===== src/rtl/mpsc_pkg.sv =====
package mpsc_pkg;

   typedef enum logic [2:0] {
      ST_OFF  = 3'd0,
      ST_NORM = 3'd1,
      ST_MPS  = 3'd2,
      ST_SLP  = 3'd3,
      ST_ULP  = 3'd4
   } mpsc_state_e;

   // On-time in ticks for a percentage of a period, rounded to nearest
   function automatic int unsigned pct_ticks(input int unsigned period,
                                             input int unsigned pct);
      return (period * pct + 50) / 100;
   endfunction

endpackage


===== src/rtl/mpsc_sync.sv =====
module mpsc_sync #(
   parameter int unsigned      WIDTH   = 1,
   parameter logic [WIDTH-1:0] RST_VAL = '0
) (
   input  logic             clk,
   input  logic             rst_n,
   input  logic [WIDTH-1:0] d,
   output logic [WIDTH-1:0] q
);
   logic [WIDTH-1:0] meta_q;

   generate
      if (WIDTH < 1) begin : g_bad_width
         $error("mpsc_sync: WIDTH must be at least 1");
      end
   endgenerate

   always_ff @(posedge clk or negedge rst_n) begin
      if (!rst_n) begin
         meta_q <= RST_VAL;
         q      <= RST_VAL;
      end else begin
         meta_q <= d;
         q      <= meta_q;
      end
   end
endmodule


===== src/rtl/mpsc_pwm.sv =====
module mpsc_pwm #(
   parameter int unsigned PERIOD = 84,
   localparam int unsigned CW    = $clog2(PERIOD + 1)
) (
   input  logic          clk,
   input  logic          rst_n,
   input  logic          restart,
   input  logic          tick,
   input  logic [CW-1:0] on_cnt,
   output logic          pulse
);
   logic [CW-1:0] cnt_q;

   generate
      if (PERIOD < 2) begin : g_bad_period
         $error("mpsc_pwm: PERIOD must be at least 2");
      end
   endgenerate

   always_ff @(posedge clk or negedge rst_n) begin
      if (!rst_n) begin
         cnt_q <= '0;
      end else if (restart) begin
         cnt_q <= '0;
      end else if (tick) begin
         cnt_q <= (cnt_q == CW'(PERIOD - 1)) ? '0 : cnt_q + 1'b1;
      end
   end

   assign pulse = (cnt_q < on_cnt);


   pwm_range_chk: assert property (@(posedge clk) disable iff (!rst_n)
      cnt_q < CW'(PERIOD));


   pwm_step_chk: assert property (@(posedge clk) disable iff (!rst_n)
      (!restart && !tick) |=> $stable(cnt_q));
endmodule


===== src/rtl/mpsc_mps_det.sv =====
module mpsc_mps_det #(
   parameter int unsigned RUN_LEN    = 10,
   parameter int unsigned HOLD_TICKS = 84,
   localparam int unsigned RW        = $clog2(RUN_LEN),
   localparam int unsigned HW        = $clog2(HOLD_TICKS + 1)
) (
   input  logic clk,
   input  logic rst_n,
   input  logic arm,
   input  logic in_mps,
   input  logic tick_smp,
   input  logic cmp_low,
   input  logic tick_ms,
   output logic enter,
   output logic leave,
   output logic hold_done
);
   logic [RW-1:0] run_q;
   logic [HW-1:0] hold_q;

   generate
      if (RUN_LEN < 2) begin : g_bad_run
         $error("mpsc_mps_det: RUN_LEN must be at least 2");
      end
      if (HOLD_TICKS < 1) begin : g_bad_hold
         $error("mpsc_mps_det: HOLD_TICKS must be at least 1");
      end
   endgenerate

   // consecutive low-sample run, only while armed (normal mode)
   always_ff @(posedge clk or negedge rst_n) begin
      if (!rst_n) begin
         run_q <= '0;
      end else if (!arm) begin
         run_q <= '0;
      end else if (tick_smp) begin
         if (!cmp_low)
            run_q <= '0;
         else if (run_q != RW'(RUN_LEN - 1))
            run_q <= run_q + 1'b1;
      end
   end

   assign enter = arm && tick_smp && cmp_low && (run_q == RW'(RUN_LEN - 1));

   // hold timer after entry, comparator ignored until it expires
   always_ff @(posedge clk or negedge rst_n) begin
      if (!rst_n) begin
         hold_q <= '0;
      end else if (!in_mps) begin
         hold_q <= '0;
      end else if (tick_ms && (hold_q != HW'(HOLD_TICKS))) begin
         hold_q <= hold_q + 1'b1;
      end
   end

   assign hold_done = (hold_q == HW'(HOLD_TICKS));
   assign leave     = in_mps && hold_done && tick_smp && !cmp_low;


   hold_keep_chk: assert property (@(posedge clk) disable iff (!rst_n)
      (in_mps && hold_done) |=> (!in_mps || hold_done));


   run_reset_chk: assert property (@(posedge clk) disable iff (!rst_n)
      (arm && tick_smp && !cmp_low) |=> !enter || !arm || tick_smp == 1'b0 || RUN_LEN == 1);
endmodule


===== src/rtl/mpsc_sleep_req.sv =====
module mpsc_sleep_req #(
   parameter bit          HOLD_EN    = 1'b0,
   parameter int unsigned HOLD_TICKS = 6000,
   localparam int unsigned TW        = $clog2(HOLD_TICKS + 1)
) (
   input  logic clk,
   input  logic rst_n,
   input  logic sl_s,
   input  logic tick,
   output logic req
);
   logic sl_d;
   logic fall;

   always_ff @(posedge clk or negedge rst_n) begin
      if (!rst_n) sl_d <= 1'b1;
      else        sl_d <= sl_s;
   end

   assign fall = sl_d && !sl_s;

   generate
      if (HOLD_EN == 1'b0) begin : g_edge
         assign req = fall;
      end else begin : g_hold
         logic          armed_q;
         logic [TW-1:0] cnt_q;
         logic          last;

         if (HOLD_TICKS < 1) begin : g_bad_hold
            $error("mpsc_sleep_req: HOLD_TICKS must be at least 1");
         end

         assign last = armed_q && !sl_s && tick && (cnt_q == TW'(HOLD_TICKS - 1));

         always_ff @(posedge clk or negedge rst_n) begin
            if (!rst_n) begin
               armed_q <= 1'b0;
               cnt_q   <= '0;
            end else if (fall) begin
               armed_q <= 1'b1;
               cnt_q   <= '0;
            end else if (armed_q) begin
               if (sl_s || last)
                  armed_q <= 1'b0;
               else if (tick)
                  cnt_q <= cnt_q + 1'b1;
            end
         end

         assign req = last;


         hold_low_chk: assert property (@(posedge clk) disable iff (!rst_n)
            req |-> ($past(sl_s) == 1'b0));
      end
   endgenerate
endmodule


===== src/rtl/mps_sleep_ctrl.sv =====
module mps_sleep_ctrl
   import mpsc_pkg::*;
#(
   parameter int unsigned RUN_LEN       = 10,
   parameter int unsigned HOLD_TICKS    = 84,
   parameter int unsigned MPS_PERIOD    = 84,
   parameter int unsigned LED_PERIOD    = 4,
   parameter int unsigned LED_ON        = 1,
   parameter bit          SL_HOLD_EN    = 1'b0,
   parameter int unsigned SL_HOLD_TICKS = 6000
) (
   input  logic       clk,
   input  logic       rst_n,
   input  logic       tick_smp,
   input  logic       tick_ms,
   input  logic       cmp_low,
   input  logic       fet_on,
   input  logic       tsd,
   input  logic       sl_pin,
   input  logic       wk_pin,
   input  logic       ulp_pin,
   input  logic       acls_act,
   input  logic [1:0] acls_sel,
   output logic       mps_en,
   output logic       led_en,
   output logic       pg,
   output logic [2:0] state
);
   localparam int unsigned MCW    = $clog2(MPS_PERIOD + 1);
   localparam int unsigned LCW    = $clog2(LED_PERIOD + 1);
   localparam int unsigned ON_25  = pct_ticks(MPS_PERIOD, 25);
   localparam int unsigned ON_15  = pct_ticks(MPS_PERIOD, 15);
   localparam int unsigned ON_10  = pct_ticks(MPS_PERIOD, 10);
   localparam int unsigned ON_5   = pct_ticks(MPS_PERIOD, 5);

   generate
      if (LED_ON >= LED_PERIOD) begin : g_bad_led
         $error("mps_sleep_ctrl: LED_ON must be below LED_PERIOD");
      end
      if (ON_5 < 1) begin : g_bad_mps
         $error("mps_sleep_ctrl: MPS_PERIOD too short for a 5 percent on-time");
      end
   endgenerate

   // pin synchronisers; all three read high out of reset
   logic [2:0] pins_s;
   logic       sl_s, wk_s, ulp_s;

   mpsc_sync #(.WIDTH(3), .RST_VAL(3'b111)) u_sync (
      .clk   (clk),
      .rst_n (rst_n),
      .d     ({sl_pin, wk_pin, ulp_pin}),
      .q     (pins_s)
   );
   assign {sl_s, wk_s, ulp_s} = pins_s;

   logic wk_d, wk_fall;
   always_ff @(posedge clk or negedge rst_n) begin
      if (!rst_n) wk_d <= 1'b1;
      else        wk_d <= wk_s;
   end
   assign wk_fall = wk_d && !wk_s;

   logic slp_req;
   mpsc_sleep_req #(.HOLD_EN(SL_HOLD_EN), .HOLD_TICKS(SL_HOLD_TICKS)) u_slreq (
      .clk   (clk),
      .rst_n (rst_n),
      .sl_s  (sl_s),
      .tick  (tick_ms),
      .req   (slp_req)
   );

   mpsc_state_e st_q, st_nxt;
   logic        mps_enter, mps_leave, hold_done;

   mpsc_mps_det #(.RUN_LEN(RUN_LEN), .HOLD_TICKS(HOLD_TICKS)) u_det (
      .clk       (clk),
      .rst_n     (rst_n),
      .arm       (st_q == ST_NORM),
      .in_mps    (st_q == ST_MPS),
      .tick_smp  (tick_smp),
      .cmp_low   (cmp_low),
      .tick_ms   (tick_ms),
      .enter     (mps_enter),
      .leave     (mps_leave),
      .hold_done (hold_done)
   );

   // mode sequencing; keep-alive entry outranks a sleep request
   always_comb begin
      st_nxt = st_q;
      if (!fet_on || tsd) begin
         st_nxt = ST_OFF;
      end else begin
         unique case (st_q)
            ST_OFF:  st_nxt = ST_NORM;
            ST_NORM: begin
               if (mps_enter)    st_nxt = ST_MPS;
               else if (slp_req) st_nxt = ulp_s ? ST_SLP : ST_ULP;
            end
            ST_MPS:  if (mps_leave) st_nxt = ST_NORM;
            ST_SLP,
            ST_ULP:  if (wk_fall) st_nxt = ST_NORM;
            default: st_nxt = ST_OFF;
         endcase
      end
   end

   always_ff @(posedge clk or negedge rst_n) begin
      if (!rst_n) st_q <= ST_OFF;
      else        st_q <= st_nxt;
   end

   logic pulsing, restart;
   assign pulsing = (st_q == ST_MPS) || (st_q == ST_SLP) || (st_q == ST_ULP);
   assign restart = (st_nxt != st_q);

   // keep-alive on-time selection
   logic [MCW-1:0] mps_on;
   always_comb begin
      mps_on = MCW'(ON_25);
      if (st_q == ST_MPS && acls_act) begin
         unique case (acls_sel)
            2'b00: mps_on = MCW'(ON_5);
            2'b01: mps_on = MCW'(ON_10);
            2'b10: mps_on = MCW'(ON_15);
            2'b11: mps_on = MCW'(ON_25);
            default: mps_on = MCW'(ON_25);
         endcase
      end
   end

   logic mps_pulse, led_pulse;

   mpsc_pwm #(.PERIOD(MPS_PERIOD)) u_mps_pwm (
      .clk     (clk),
      .rst_n   (rst_n),
      .restart (restart),
      .tick    (tick_ms),
      .on_cnt  (mps_on),
      .pulse   (mps_pulse)
   );

   mpsc_pwm #(.PERIOD(LED_PERIOD)) u_led_pwm (
      .clk     (clk),
      .rst_n   (rst_n),
      .restart (restart),
      .tick    (tick_ms),
      .on_cnt  (LCW'(LED_ON)),
      .pulse   (led_pulse)
   );

   assign mps_en = pulsing && mps_pulse;
   assign led_en = pulsing && led_pulse;
   assign pg     = (st_q == ST_NORM) || (st_q == ST_MPS);
   assign state  = st_q;


   mps_from_norm_chk: assert property (@(posedge clk) disable iff (!rst_n)
      (st_q == ST_MPS && $past(st_q) != ST_MPS) |-> ($past(st_q) == ST_NORM));


   mps_no_sleep_chk: assert property (@(posedge clk) disable iff (!rst_n)
      (st_q == ST_MPS && fet_on && !tsd) |=> (st_q == ST_MPS || st_q == ST_NORM));


   hold_exit_chk: assert property (@(posedge clk) disable iff (!rst_n)
      (st_q == ST_MPS && !hold_done) |=> (st_q != ST_NORM));


   force_off_chk: assert property (@(posedge clk) disable iff (!rst_n)
      (!fet_on || tsd) |=> (state == 3'd0 && !pg && !led_en && !mps_en));


   wake_only_chk: assert property (@(posedge clk) disable iff (!rst_n)
      ((st_q == ST_SLP || st_q == ST_ULP) && !wk_fall && fet_on && !tsd) |=> $stable(st_q));
endmodule


===== config.mk =====
export PLATFORM = sky130hd
export DESIGN_NAME = mps_sleep_ctrl
export DESIGN_NICKNAME = d
export VERILOG_FILES = /design/src/rtl/mpsc_pkg.sv /design/src/rtl/mpsc_sync.sv /design/src/rtl/mpsc_pwm.sv /design/src/rtl/mpsc_mps_det.sv /design/src/rtl/mpsc_sleep_req.sv /design/src/rtl/mps_sleep_ctrl.sv
export SDC_FILE = /design/constraint.sdc
export NUM_CORES = 1
export LEC_CHECK = 0
export ABC_AREA = 1
export CORE_MARGIN = 2
export CORE_UTILIZATION = 50
export CTS_BUF_LIST = sky130_fd_sc_hd__clkbuf_4 sky130_fd_sc_hd__clkbuf_8 sky130_fd_sc_hd__clkbuf_16
export CTS_CLUSTER_DIAMETER = 30
export DETAILED_ROUTE_END_ITERATION = 7
export DONT_BUFFER_PORTS = 1
export PLACE_DENSITY_LB_ADDON = 0.3
export SYNTH_ARGS = -nofsm -noshare
export SYNTH_HDL_FRONTEND = slang
export SYNTH_SLANG_ARGS = --single-unit

===== constraint.sdc =====
create_clock -name clk -period 2.15 [get_ports clk]
set_clock_uncertainty 0.1 [all_clocks]
set_input_delay 0.1075 -clock clk [delete_from_list [all_inputs] [get_ports clk]]
set_output_delay 0.1075 -clock clk [all_outputs]
set_load 0.02 [all_outputs]

==> summary.md <==
| Metric | Value |
|---|---|
| RSZ-0062 raised after global routing | `yes` |
| Basic-gate share of the synthesized area counting and, or, nand and nor cells | `26.27%` |
| Worst Reg2Reg Path Length in Cells | `11` |
| Core region area | `0.003416 mm²` |
| Gate count after technology mapping | `233` |
| Parity-gate share of the synthesized area counting xor and xnor cells | `1.440%` |
| Placement row count | `21` |
| GRT met3 Usage | `5.986%` |
| Final design instance area without fill | `0.002195 mm²` |
| Global-route usage over all layers | `20.73%` |
| Yosys warns | `0` |
| Height of the die | `64.40 µm` |
| Proportion of layout cells with a drive suffix above 1 | `20.08%` |
| Min-Delay Path Class | `in2reg` |
| Static Leakage | `0.001014 µW` |
| Final max-slew violation count | `0` |
| Total of max-cap violations | `0` |
| Relative slew slack | `78.09%` |
| Met2 Use GR | `34.24%` |
| Proportion of synthesized area in mux cells | `0%` |
| Startpoint of the most critical setup path | `state[0]` |
| # diodes | `0` |
| Post-Route Setup TNS | `-0.1600 ns` |
| Share of the synthesized area in compound gates (AO/OA/AOI/OAI) | `9.671%` |
| Final critical path time including I/O delays and setup | `2.310 ns` |
| Avg Vias per Cell | `5.164` |
| Worst reg2reg startpoint | `state[2]` |
| Number of nets in the synthesized netlist | `258` |
| Initial core utilization | `53.41%` |
| TritonCTS buffer count | `5` |
| Count of input and output buffers | `0` |
| Area overhead of the layout relative to synthesis | `20.30%` |
| Post-route worst setup slack | `-0.1600 ns` |
| Synthesized area divided by synthesized cell count | `7.829 µm²` |
| Global route overflow | `0` |
| Wire length of the first global-routing pass | `6665 µm` |
| Clk buf depth | `2` |
| Average wire length per cell after detail routing | `12.86 µm` |
| Proportion of synthesized chip area in sequential cells | `44.44%` |
| Power density over the cells | `534.3 mW/mm²` |
| Status | `finished, violations left` |
| Slew of the pin with the lowest slew margin | `0.3253 ns` |
| Setup slack, reg-to-reg | `0.21 ns` |
| Post-synthesis instance area | `0.001824 mm²` |
| Hold Path Stages | `4` |
| VDD IR max | `0.3727 mV` |
| Worst EP required | `1.94 ns` |
| Post-DRT Antenna Nets | `0` |
| Capturing element type of the critical path | `output pin` |
| Endpoint of the worst-slack reg-to-reg timing path | `u_mps_pwm.cnt_q[3]` |
| Weighted congestion reported at the end of routability-driven placement | `0.8756` |
| Die Area | `0.004147 mm²` |
| Synth Area in Adders | `8.230%` |
| Initial antenna violation count | `0` |
| Data arrival time of the critical path | `2.10 ns` |
| Top Ports | `19` |
| Clock tree from TritonCTS | `yes` |
| Drt pass-1 iters | `5` |
| Count of endpoints failing hold in the final timing report | `0` |
| Fraction of met1 tracks used by global routing | `26.61%` |
| Wire length after detailed routing | `3922 µm` |
| Clock input transition at the sequential cells of the worst setup and hold paths | `0.09 ns` |
| Failing checks | `setup timing` |
| Via total after detailed routing | `1,575` |
| Dominant combinational cell family by area after synthesis | `simple AND/OR/NAND/NOR gates` |
| Setup Crit Path Kind | `reg2out` |
| Grt peak-use layer | `met2` |
| Vias in the first global route | `1,503` |
| Pin count of the biggest net entering global routing | `33` |
| Deepest level of the CTS H-tree | `2` |
| Number of sinks handled by clock tree synthesis | `32` |
| DRC violation count after routing | `0` |
| Final design utilization | `64.25%` |
| Final Cycle Share | `107.4%` |
| Number of synthesized register bits | `32` |
| Instance area after placement | `0.001929 mm²` |
| Element type at the critical path start | `register` |
| End point of the critical path | `mps_en` |
| Dpl hpwl | `2616 µm` |
| Layout net count | `283` |
| Number of distinct standard cells referenced by the synthesized netlist | `27` |
| Upper clock frequency limit | `432.9 MHz` |
| Count of final setup violators | `1` |
| Overall die width | `64.40 µm` |
| Insertion delay of the later-clocked pin in the worst-skew pair | `0.34 ns` |
| DP Worst Slack | `0.1369 ns` |
| Starting DRT DRC Count | `141` |
| Clock root cell | `sky130_fd_sc_hd__clkbuf_4` |
| Largest fanout of any net on the critical path | `4` |
[routing by layer]
layer | part of all wire, % | up-vias
met4 | 0.99 | 0
met3 | 4.9 | 4
met1 | 45 | 734
met2 | 49 | 36
li1 | - | 801
met5 | 0 | -
[layout by cell type (no fill, tap or decap)]
cell                            count
sky130_fd_sc_hd__a2111oi_4          1
sky130_fd_sc_hd__a211oi_1           1
sky130_fd_sc_hd__a21o_1             1
sky130_fd_sc_hd__a21oi_1            6
sky130_fd_sc_hd__a21oi_2            1
sky130_fd_sc_hd__a31oi_2            1
sky130_fd_sc_hd__buf_12             1
sky130_fd_sc_hd__buf_4             10
sky130_fd_sc_hd__clkbuf_4           7
sky130_fd_sc_hd__clkinv_2           1
sky130_fd_sc_hd__dfrtp_1           24
sky130_fd_sc_hd__dfstp_2            8
sky130_fd_sc_hd__dlygate4sd3_1      8
sky130_fd_sc_hd__ha_1              10
sky130_fd_sc_hd__ha_4               2
sky130_fd_sc_hd__inv_1             43
sky130_fd_sc_hd__inv_2              4
sky130_fd_sc_hd__nand2_1           36
sky130_fd_sc_hd__nand2_2            2
sky130_fd_sc_hd__nand2_4            1
sky130_fd_sc_hd__nand3_1           18
sky130_fd_sc_hd__nand3_2            1
sky130_fd_sc_hd__nand4_1            6
sky130_fd_sc_hd__nor2_1            26
sky130_fd_sc_hd__nor2_2             5
sky130_fd_sc_hd__nor2_4             1
sky130_fd_sc_hd__nor3_1             7
sky130_fd_sc_hd__nor3_2             1
sky130_fd_sc_hd__o2111ai_2          1
sky130_fd_sc_hd__o21ai_0           15
sky130_fd_sc_hd__o21ai_1            1
sky130_fd_sc_hd__o21ai_2            2
sky130_fd_sc_hd__o22ai_1            2
sky130_fd_sc_hd__or2_2              1
sky130_fd_sc_hd__or2_4              1
sky130_fd_sc_hd__xor2_1             3
[worst min-delay path by stage]
stage | endpoint | slack [ns] | from
after floorplan | state[0] | -0.29 | rst_n
after global placement | u_det.hold_q[4] | -0.29 | rst_n
after detailed placement | u_det.hold_q[4] | -0.29 | rst_n
after CTS | u_mps_pwm.cnt_q[0] | 0.0003 | tick_ms
after global routing | u_mps_pwm.cnt_q[2] | 0.01 | tick_ms
final | u_mps_pwm.cnt_q[0] | 0.01 | tick_ms
[synthesized netlist by cell type, drive strengths merged]
library cell / instances / share of area (%)
nor2: 32 / 7.0
a21o: 1 / 0.41
or2: 2 / 0.69
o2111ai: 1 / 0.48
nor3: 8 / 2.5
nand3: 19 / 5.5
ha: 12 / 8.2
dfstp: 8 / 12
nand4: 6 / 2.1
xor2: 3 / 1.4
clkbuf: 1 / 0.27
inv: 47 / 9.7
o22ai: 2 / 0.69
a2111oi: 1 / 0.48
dfrtp: 24 / 33
a211oi: 1 / 0.41
o21ai: 18 / 4.9
nand2: 39 / 8.6
a31oi: 1 / 0.34
a21oi: 7 / 1.9
[state kept, by name (all words and copies together), names as in the netlist]
name and cells:
u_det.hold_q 7, u_mps_pwm.cnt_q 7, u_det.run_q 4, state 3
u_led_pwm.cnt_q 3, u_sync.meta_q 3, u_sync.q 3, u_slreq.sl_d 1
wk_d 1
[per-stage QoR]
stage	power, µW	hold WS [ns]	instances
6_report	1172	0.01206	305
5_1_grt	1245	0.01150	305
4_1_cts	1176	0.0003094	306
3_5_place_dp	787.3	-0.2875	284
3_3_place_gp	781.7	-0.2873	284
2_1_floorplan	759.0	-0.2881	233
[timing repair]
item	in CTS	in global routing
setup endpoints to repair	1	6
endpoints found under the hold margin	47	0
setup buffers	5	0
gates resized for setup	8	10
hold buffers	9	0
pin swaps	6	8
cloned	0	0
[critical path, stage by stage, from the launching register on]
cell,delay [ns]
sky130_fd_sc_hd__dfrtp_1,0.40
sky130_fd_sc_hd__nor2_2,0.12
sky130_fd_sc_hd__nand2_2,0.07
sky130_fd_sc_hd__nor2_2,0.11
sky130_fd_sc_hd__inv_2,0.06
sky130_fd_sc_hd__nor2_1,0.14
sky130_fd_sc_hd__ha_1,0.29
sky130_fd_sc_hd__a21oi_2,0.16
sky130_fd_sc_hd__o2111ai_2,0.12
sky130_fd_sc_hd__a31oi_2,0.15
sky130_fd_sc_hd__buf_4,0.16
[layout make-up]
cell class,count,area (µm²)
repair buffers,19,175.2
flip-flops and latches,32,810.8
well taps,46,57.56
multi-input cells,153,917.1
inverters,47,176.4
clock inverters,1,5.005
clock buffers,7,52.55
fillers,295,1221
[kinds of logic (layout without fill, tap and decap cells)]
kind of cell | Yosys count | in the layout
buf+inv | 48 | 74
xor+xnor | 3 | 3
flops | 32 | 32
simple gates | 106 | 106
compound gates | 32 | 32
fa+ha+maj | 12 | 12
[where the power goes]
group / total [µW] / switching [µW] / internal (µW) / leakage (µW)
registers: 658 / 24.5 / 634 / 0.000414
logic: 160 / 96.6 / 63.5 / 0.000564
clock network: 354 / 201 / 153 / 0.0000361
total: 1170 / 322 / 850 / 0.00101
No activity file was read; power rests on OpenSTA's default activity.
